**src/rtl/fault_pkg.sv**
```systemverilog
package fault_pkg;
  localparam int unsigned CH_KINDS = 6;
  localparam int unsigned K_OT  = 0;
  localparam int unsigned K_OC  = 1;
  localparam int unsigned K_SSC = 2;
  localparam int unsigned K_STS = 3;
  localparam int unsigned K_OLF = 4;
  localparam int unsigned K_OLN = 5;
  localparam int unsigned GLOBAL_BITS = 2;

  // bit order matches the report field layout: ot is bit 0
  typedef struct packed {
    logic oln;
    logic olf;
    logic sts;
    logic ssc;
    logic oc;
    logic ot;
  } ch_flt_t;
endpackage

```
**src/rtl/fault_chan_latch.sv**
```systemverilog
module fault_chan_latch
  import fault_pkg::*;
(
  input  logic    clk_i,
  input  logic    rst_ni,
  input  logic    det_ot_i,
  input  logic    det_oc_i,
  input  logic    det_ssc_i,
  input  logic    det_sts_i,
  input  logic    det_olf_i,
  input  logic    det_oln_i,
  input  logic    turn_on_i,
  input  logic    clear_i,
  output ch_flt_t cond_o,
  output ch_flt_t cond_nxt_o,
  output logic    inhibit_o
);
  ch_flt_t q, d;
  logic    rel;

  assign rel = turn_on_i | clear_i;

  always_comb begin
    // turn-on class: set wins over release
    d.ot  = det_ot_i  | (q.ot  & ~rel);
    d.oc  = det_oc_i  | (q.oc  & ~rel);
    d.ssc = det_ssc_i | (q.ssc & ~rel);
    // live class
    d.sts = det_sts_i;
    d.olf = det_olf_i;
    d.oln = det_oln_i;
  end

  always_ff @(posedge clk_i or negedge rst_ni) begin
    if (!rst_ni) q <= '0;
    else         q <= d;
  end

  assign cond_o     = q;
  assign cond_nxt_o = d;
  assign inhibit_o  = q.ot | q.oc | q.ssc;
endmodule

```
**src/rtl/fault_global_latch.sv**
```systemverilog
module fault_global_latch (
  input  logic clk_i,
  input  logic rst_ni,
  input  logic det_ov_i,
  input  logic det_uv_i,
  input  logic ov_cfg_we_i,
  input  logic ov_cfg_i,
  input  logic any_turn_on_i,
  input  logic clear_i,
  output logic ov_o,
  output logic uv_o,
  output logic ov_nxt_o,
  output logic uv_nxt_o
);
  logic ov_en_q, ov_q, uv_q;
  logic ov_d, uv_d;

  assign ov_d = det_ov_i & ov_en_q;
  assign uv_d = det_uv_i | (uv_q & ~(any_turn_on_i | clear_i));

  always_ff @(posedge clk_i or negedge rst_ni) begin
    if (!rst_ni) begin
      ov_en_q <= 1'b1;
      ov_q    <= 1'b0;
      uv_q    <= 1'b1;   // supply assumed low at power-up
    end else begin
      if (ov_cfg_we_i) ov_en_q <= ov_cfg_i;
      ov_q <= ov_d;
      uv_q <= uv_d;
    end
  end

  assign ov_o     = ov_q;
  assign uv_o     = uv_q;
  assign ov_nxt_o = ov_d;
  assign uv_nxt_o = uv_d;
endmodule

```
**src/rtl/fault_report_reg.sv**
```systemverilog
module fault_report_reg #(
  parameter int unsigned          W       = 26,
  parameter logic [W-1:0]         RST_VAL = '0
) (
  input  logic         clk_i,
  input  logic         rst_ni,
  input  logic [W-1:0] cond_nxt_i,
  input  logic         rd_clr_i,
  input  logic         clear_i,
  output logic [W-1:0] rep_o
);
  logic [W-1:0] q;
  logic         wipe;

  assign wipe = rd_clr_i | clear_i;

  always_ff @(posedge clk_i or negedge rst_ni) begin
    if (!rst_ni) q <= RST_VAL;
    else         q <= cond_nxt_i | (q & ~{W{wipe}});
  end

  assign rep_o = q;
endmodule

```
**src/rtl/fault_latch_rpt.sv**
```systemverilog
module fault_latch_rpt
  import fault_pkg::*;
#(
  parameter int unsigned NCH = 4,
  localparam int unsigned REG_W = NCH * CH_KINDS + GLOBAL_BITS
) (
  input  logic             clk_i,
  input  logic             rst_ni,
  input  logic [NCH-1:0]   det_ot_i,
  input  logic [NCH-1:0]   det_oc_i,
  input  logic [NCH-1:0]   det_ssc_i,
  input  logic [NCH-1:0]   det_sts_i,
  input  logic [NCH-1:0]   det_olf_i,
  input  logic [NCH-1:0]   det_oln_i,
  input  logic             det_ov_i,
  input  logic             det_uv_i,
  input  logic             ov_cfg_we_i,
  input  logic             ov_cfg_i,
  input  logic [NCH-1:0]   turn_on_ctl_i,
  input  logic             spi_first_i,
  input  logic             clear_i,
  output logic [REG_W-1:0] fault_reg_o,
  output logic             fault_no_o,
  output logic [NCH-1:0]   inhibit_o
);
  localparam int unsigned OV_BIT = NCH * CH_KINDS;
  localparam int unsigned UV_BIT = OV_BIT + 1;
  localparam logic [REG_W-1:0] REP_RST = REG_W'(1) << UV_BIT;

  logic [NCH-1:0]   ctl_q, turn_on, ch_inh;
  logic [NCH-1:0]   ch_pin;
  logic [REG_W-1:0] cond_nxt;
  logic             ov_q, uv_q, ov_d, uv_d;

  always_ff @(posedge clk_i or negedge rst_ni) begin
    if (!rst_ni) ctl_q <= '0;
    else         ctl_q <= turn_on_ctl_i;
  end

  assign turn_on = turn_on_ctl_i & ~ctl_q;

  for (genvar c = 0; c < NCH; c++) begin : g_ch
    ch_flt_t cq, cd;
    fault_chan_latch u_lat (
      .clk_i      (clk_i),
      .rst_ni     (rst_ni),
      .det_ot_i   (det_ot_i[c]),
      .det_oc_i   (det_oc_i[c]),
      .det_ssc_i  (det_ssc_i[c]),
      .det_sts_i  (det_sts_i[c]),
      .det_olf_i  (det_olf_i[c]),
      .det_oln_i  (det_oln_i[c]),
      .turn_on_i  (turn_on[c]),
      .clear_i    (clear_i),
      .cond_o     (cq),
      .cond_nxt_o (cd),
      .inhibit_o  (ch_inh[c])
    );
    assign cond_nxt[c*CH_KINDS +: CH_KINDS] = cd;
    // open load while on never reaches the pin
    assign ch_pin[c] = cq.ot | cq.oc | cq.ssc | cq.sts | cq.olf;
  end

  fault_global_latch u_glb (
    .clk_i         (clk_i),
    .rst_ni        (rst_ni),
    .det_ov_i      (det_ov_i),
    .det_uv_i      (det_uv_i),
    .ov_cfg_we_i   (ov_cfg_we_i),
    .ov_cfg_i      (ov_cfg_i),
    .any_turn_on_i (|turn_on),
    .clear_i       (clear_i),
    .ov_o          (ov_q),
    .uv_o          (uv_q),
    .ov_nxt_o      (ov_d),
    .uv_nxt_o      (uv_d)
  );

  assign cond_nxt[OV_BIT] = ov_d;
  assign cond_nxt[UV_BIT] = uv_d;

  fault_report_reg #(.W(REG_W), .RST_VAL(REP_RST)) u_rep (
    .clk_i      (clk_i),
    .rst_ni     (rst_ni),
    .cond_nxt_i (cond_nxt),
    .rd_clr_i   (spi_first_i),
    .clear_i    (clear_i),
    .rep_o      (fault_reg_o)
  );

  assign fault_no_o = ~(|ch_pin | ov_q | uv_q);
  assign inhibit_o  = ch_inh | {NCH{uv_q}};
endmodule

```
**config.mk**
```make
export PLATFORM = sky130hd
export DESIGN_NAME = fault_latch_rpt
export DESIGN_NICKNAME = d
export VERILOG_FILES = /design/src/rtl/fault_pkg.sv /design/src/rtl/fault_chan_latch.sv /design/src/rtl/fault_global_latch.sv /design/src/rtl/fault_report_reg.sv /design/src/rtl/fault_latch_rpt.sv
export SDC_FILE = /design/constraint.sdc
export NUM_CORES = 1
export LEC_CHECK = 0
export ABC_AREA = 1
export BUFFER_PORTS_ARGS = -buffer_cell sky130_fd_sc_hd__buf_4
export CORE_MARGIN = 2
export CORE_UTILIZATION = 50
export CTS_BUF_LIST = sky130_fd_sc_hd__clkbuf_4 sky130_fd_sc_hd__clkbuf_8
export CTS_CLUSTER_SIZE = 40
export DETAILED_ROUTE_END_ITERATION = 10
export PLACE_DENSITY = 0.85
export SKIP_LAST_GASP = 1
export SLEW_MARGIN = 20
export SYNTH_ARGS = -nofsm -noshare
export SYNTH_HDL_FRONTEND = slang
export SYNTH_SLANG_ARGS = --single-unit
```
**constraint.sdc**
```tcl
create_clock -name clk_i -period 1.3 [get_ports clk_i]
set_input_delay 0.065 -clock clk_i [delete_from_list [all_inputs] [get_ports clk_i]]
set_output_delay 0.065 -clock clk_i [all_outputs]
set_load 0.05 [all_outputs]
```
; Word level (Yosys, flattened, before mapping)
; Index checks and enable logic that the tools add are counted.
; Widths: inputs -> output; s select.
[classes]
bitwise = 63
reduce_logical = 2
[ops]
columns = op, count
row1 = $or 1x1->1, 37
row2 = $and 26x26->26, 1
row3 = $not 26->26, 1
row4 = $or 26x26->26, 1
row5 = $and 1x1->1, 14
row6 = $reduce_or 4->1, 2
row7 = $not 1->1, 6
row8 = $and 4x4->4, 1
row9 = $not 4->4, 1
row10 = $or 4x4->4, 1
[totals]
regBits = 53
in_bits = 36
out_inout_bits = 31
wordCells = 90

; Logic depth before layout (Yosys ltp)
[depth]
depth_word = 8
ltp_mapped = 6
ltp_nobuf = 6

; Modules after synthesis
; Synthesis repeated with hierarchy kept, for this count alone.
[hier_totals]
hier_cells = 247
hier_area_um2 = 2262.2
[by_module_without_submodules]
columns = module, n_inst, cells_each, area_per_inst_um2, seq_area_each_um2
row1 = fault_report_reg, 1, 107, 985.9, 651.9
row2 = fault_chan_latch, 4, 22, 224.0, 150.1
row3 = fault_latch_rpt, 1, 40, 267.8, 100.1
row4 = fault_global_latch, 1, 12, 112.6, 77.6

; Worst setup path after synthesis
; OpenSTA, ideal clock, no wires.
[synth_timing]
kind = register -> output
from = register u_glb.uv_q, in the netlist u_glb.uv_o
to = output port fault_no_o
arrival_time_ps = 1359
required_time_ps = 1235
slack_ps = -124
path_stages_with_launch = 5
path_buffers = 0
path_cell_list = dfstp_2 -> or2_1 -> nor2_1 -> nand2_1 -> nor2_1
[synth_via]
elab_chain_len = 2
[synth_lines]
columns = item, line_no
row1 = start: declaration, fault_global_latch.sv:15  ; logic ov_en_q, ov_q, uv_q;
row2 = start signal: assignment, fault_global_latch.sv:29  ; uv_q <= uv_d;
row3 = $or 1x1->1, fault_latch_rpt.sv:91  ; assign fault_no_o = ~(|ch_pin | ov_q | uv_q);
row4 = $not 1->1, fault_latch_rpt.sv:91
row5 = end: declaration, fault_latch_rpt.sv:23  ; output logic fault_no_o,
; No other way between the ends.

; Final worst setup path
[layout_timing]
from = register g_ch[2].u_lat.q (netlist bit g_ch[2].u_lat.cond_o[2])
to = output port fault_no_o
[layout_via]
elab_chain_len = 7
[layout_lines]
columns = item, line_no
row1 = start: declaration, fault_chan_latch.sv:18  ; ch_flt_t q, d;
row2 = start signal: assignment, fault_chan_latch.sv:35  ; if (!rst_ni) q <= '0;
row3 = start signal: assignment, fault_chan_latch.sv:36  ; else q <= d;
row4 = $or 1x1->1 (3 in series), fault_latch_rpt.sv:61  ; assign ch_pin[c] = cq.ot | cq.oc | cq.ssc | cq.sts | cq.olf;
row5 = $reduce_or 4->1, fault_latch_rpt.sv:91
row6 = $or 1x1->1 (2 in series), fault_latch_rpt.sv:91
row7 = $not 1->1, fault_latch_rpt.sv:91
; No other way between the ends.

==> flow_summary_export.csv <==
group,metric,value,unit
sta,period_share,108.6,%
sta,slew_headroom,57.12,%
sta,fmaxAchievable,708.0,MHz
worst_setup_path,worst-setup-path-type,"flop to output pin",
routing,drtIter0Drc,56,
global_route,grt_max_degree,54,
synthesis,synth-compound-area-share,6.120,%
place,gp_congestion,0.7584,
synthesis,yosys_warnings,0,
synthesis,ys_seq_area_share,69.21,%
global_route,grt_pass1_wl,7.438,mm
hold_path,whs_endpoint,"u_glb.ov_en_q",
final_layout,final_layout_size_suffix_gt1_share,32.39,%
final_layout,seqCellArea,1330,sq um
synthesis,synthAdderAreaFrac,0,%
final_layout,stdcell_count,332,
worst_setup_path,r2r_start,"u_glb.uv_o",
worst_setup_path,start_kind,"flop",
routing,wire_per_inst,13.61,microns
synthesis,postSynthCellCount,179,
die,dieArea,4355,sq um
routing,topRoutingLayerUsed,"met4",
routing,vias_per_cell,4.837,
final_layout,multiInputGateArea,496.7,sq um
power_and_ir_drop,leakage,1.495,nW
final_layout,syn2layout_area_growth,53.58,%
synthesis,ys_seq_elements,53,
die,coreArea,3689,sq um
place,dp_slack,0.1682,ns
die,dieHeight,66.00,microns
global_route,grt_pass1_vias,1701,
die,die_w,66.00,microns
synthesis,synth-xor-area-share,0,%
global_route,grt_usage,23.46,%
routing,met2_length,2.336,mm
worst_setup_path,r2r_end,"u_glb.uv_o",
die,start_util,52.10,%
sta,min_period,1.412,ns
sta,worst_slack,-0.1124,ns
clocking,cts-root-buf,"clkbuf_8",
synthesis,synth_top_family_by_area,"simple AND/OR/NAND/NOR gates",
sta,setup_violations,3,
power_and_ir_drop,p_per_area,1252,nW/um^2
die,io_pins,67,
synthesis,synthMuxAreaShare,0.5859,%
sta,fin_hold_ws,0.007496,ns
worst_setup_path,worst_setup_path_end_kind,"output pin",
worst_setup_path,arrival,1.35,ns
job,max-cap-violations,0,
global_route,overflow,0,
synthesis,yosys.area_share.simple,18.23,%
sta,tightest_slew,0.6431,ns
global_route,antenna_found_initial,0,
hold_path,hold_class,"primary input to flop",
power_and_ir_drop,finalPower,3.694,mW
synthesis,netlist-cell-type-count,15,
hold_path,holdPathStages,2,
outcome,run_status,"finished with violations",
die,rows,22,
routing,wl_met1,1.789,mm
sta,fin_setup_tns,-0.1307,ns
routing,vias,1606,
clocking,tritoncts,"yes",
outcome,violations,"setup timing",
synthesis,syn_area_per_cell,10.74,sq um
place,place_inst,292,
clocking,cts_setup_buffers,0,
power_and_ir_drop,peakVddDrop,997.1,uV
sta,drv_slew,0,
clocking,path_clk_slew,0.09,ns
routing,drc,0,
final_layout,final_nets,319,
final_layout,antenna-diode-count,0,
worst_setup_path,reg2regPathDepth,4,
clocking,cts.path.max_buffers,2,
clocking,h-tree-depth,2,
clocking,cts_buffers,5,
worst_setup_path,crit_fanout,2,
synthesis,syn_area,1922,sq um
hold_path,hp-start,"ov_cfg_we_i",
place,dpl.hpwl,2.691,mm
worst_setup_path,rrSetupSlack,0.24,ns
worst_setup_path,cp_data_required_time,1.24,ns
routing,drtPass1Iterations,4,
synthesis,syn-num-nets,215,
clocking,clock-sinks,53,
sta,rsz0062_at_grt,"true",
routing,antenna_left,0,
routing,wl_met3,289,microns
sta,skew,0.008413,ns
sta,hold_violations,0,
final_layout,fill_cells,228,
place,io_buffers,66,
clocking,clock_latency,0.31,ns
routing,wl,4.517,mm
==> Yosys cell counts <==
cell type,n,area [sq um]
or2_1,1,6.260
nand2_2,1,6.260
nor2_4,1,11.26
nor3_1,1,5.000
mux2_2,1,11.26
nand3_1,20,100.1
nand2_1,48,180.2
dfstp_2,3,78.83
inv_1,24,90.09
nor2_1,11,41.29
buf_6,2,22.52
a21o_2,6,52.55
a21oi_1,4,20.02
dfrtp_1,50,1251
a21o_1,6,45.04
==> metrics by stage <==
| stage | instance area (sq um) | util (%) |
|---|---|---|
| 3_5_place_dp | 2477 | 67.16 |
| 2_1_floorplan | 1924 | - |
| 6_report | 2952 | 80.02 |
| 3_3_place_gp | 2477 | 67.16 |
| 4_1_cts | 2959 | 80.22 |
| 5_1_grt | 2952 | 80.02 |
==> logic make-up after synthesis <==
family	after synthesis
mux	1
flops	53
simple gates	83
buf+inv	26
compound gates	16
==> cell type report <==
type | count | area share, %
clock buffers | 7 | 3.052
clock inverters | 1 | 1.017
inverters | 24 | 3.052
multi-input cells | 100 | 16.83
flip-flops and latches | 53 | 45.06
well taps | 48 | 2.035
repair buffers | 99 | 28.95
==> routing by layer <==
metal	vias up	track usage [%]
met4	0	7.653
met2	58	40.91
li1	767	-
met1	770	27.25
met3	11	7.836
met5	-	0
==> critical path, cell delays in order, from the launching register on <==
cell,delay [ns]
dfrtp_1,0.40
nor2_2,0.15
nand2_1,0.06
nor2_1,0.11
nand2_1,0.07
nor2_2,0.09
buf_6,0.16
==> registers in the layout, summed over array words and instances, names as in the netlist <==
register / cells
ctl_q: 4
g_ch.u_lat.cond_o: 20
u_glb.ov_en_q: 1
u_glb.ov_o: 1
u_glb.uv_o: 1
u_rep.rep_o: 26
==> worst max-delay path by stage <==
stage / startpoint / to / slack [ns] / depth (start not counted)
floorplan: u_glb.uv_o / fault_no_o / 0.09 / 4
global placement: g_ch[0].u_lat.cond_o[2] / fault_no_o / 0.19 / 4
detailed placement: g_ch[0].u_lat.cond_o[2] / fault_no_o / 0.17 / 4
CTS: u_glb.uv_o / fault_no_o / -0.13 / 5
global route: u_glb.uv_o / fault_no_o / -0.21 / 5
finish: g_ch[2].u_lat.cond_o[2] / fault_no_o / -0.11 / 6
==> what timing repair did <==
action | CTS | global route
resized for setup | 8 | 1
setup endpoints to repair | 5 | 6
endpoints found under the hold margin | 102 | 0
hold buffers | 33 | 0
==> placed cells by master, fill, tap and decap left out, types with 3 or more instances in the layout <==
cell           instances
a21o_1                 6
a21o_2                 6
a21oi_1                4
buf_4                 61
buf_6                  5
clkbuf_8               6
dfrtp_1               50
dfstp_2                3
dlygate4sd3_1         32
inv_1                 24
nand2_1               48
nand3_1               19
nor2_1                 8
nor2_2                 3
==> power breakdown <==
group	internal, mW	switching, mW
Combinational	0.281	0.430
Clock	0.649	0.508
Sequential	1.77	0.0598
Note: power is estimated with default switching activity, not from simulation.
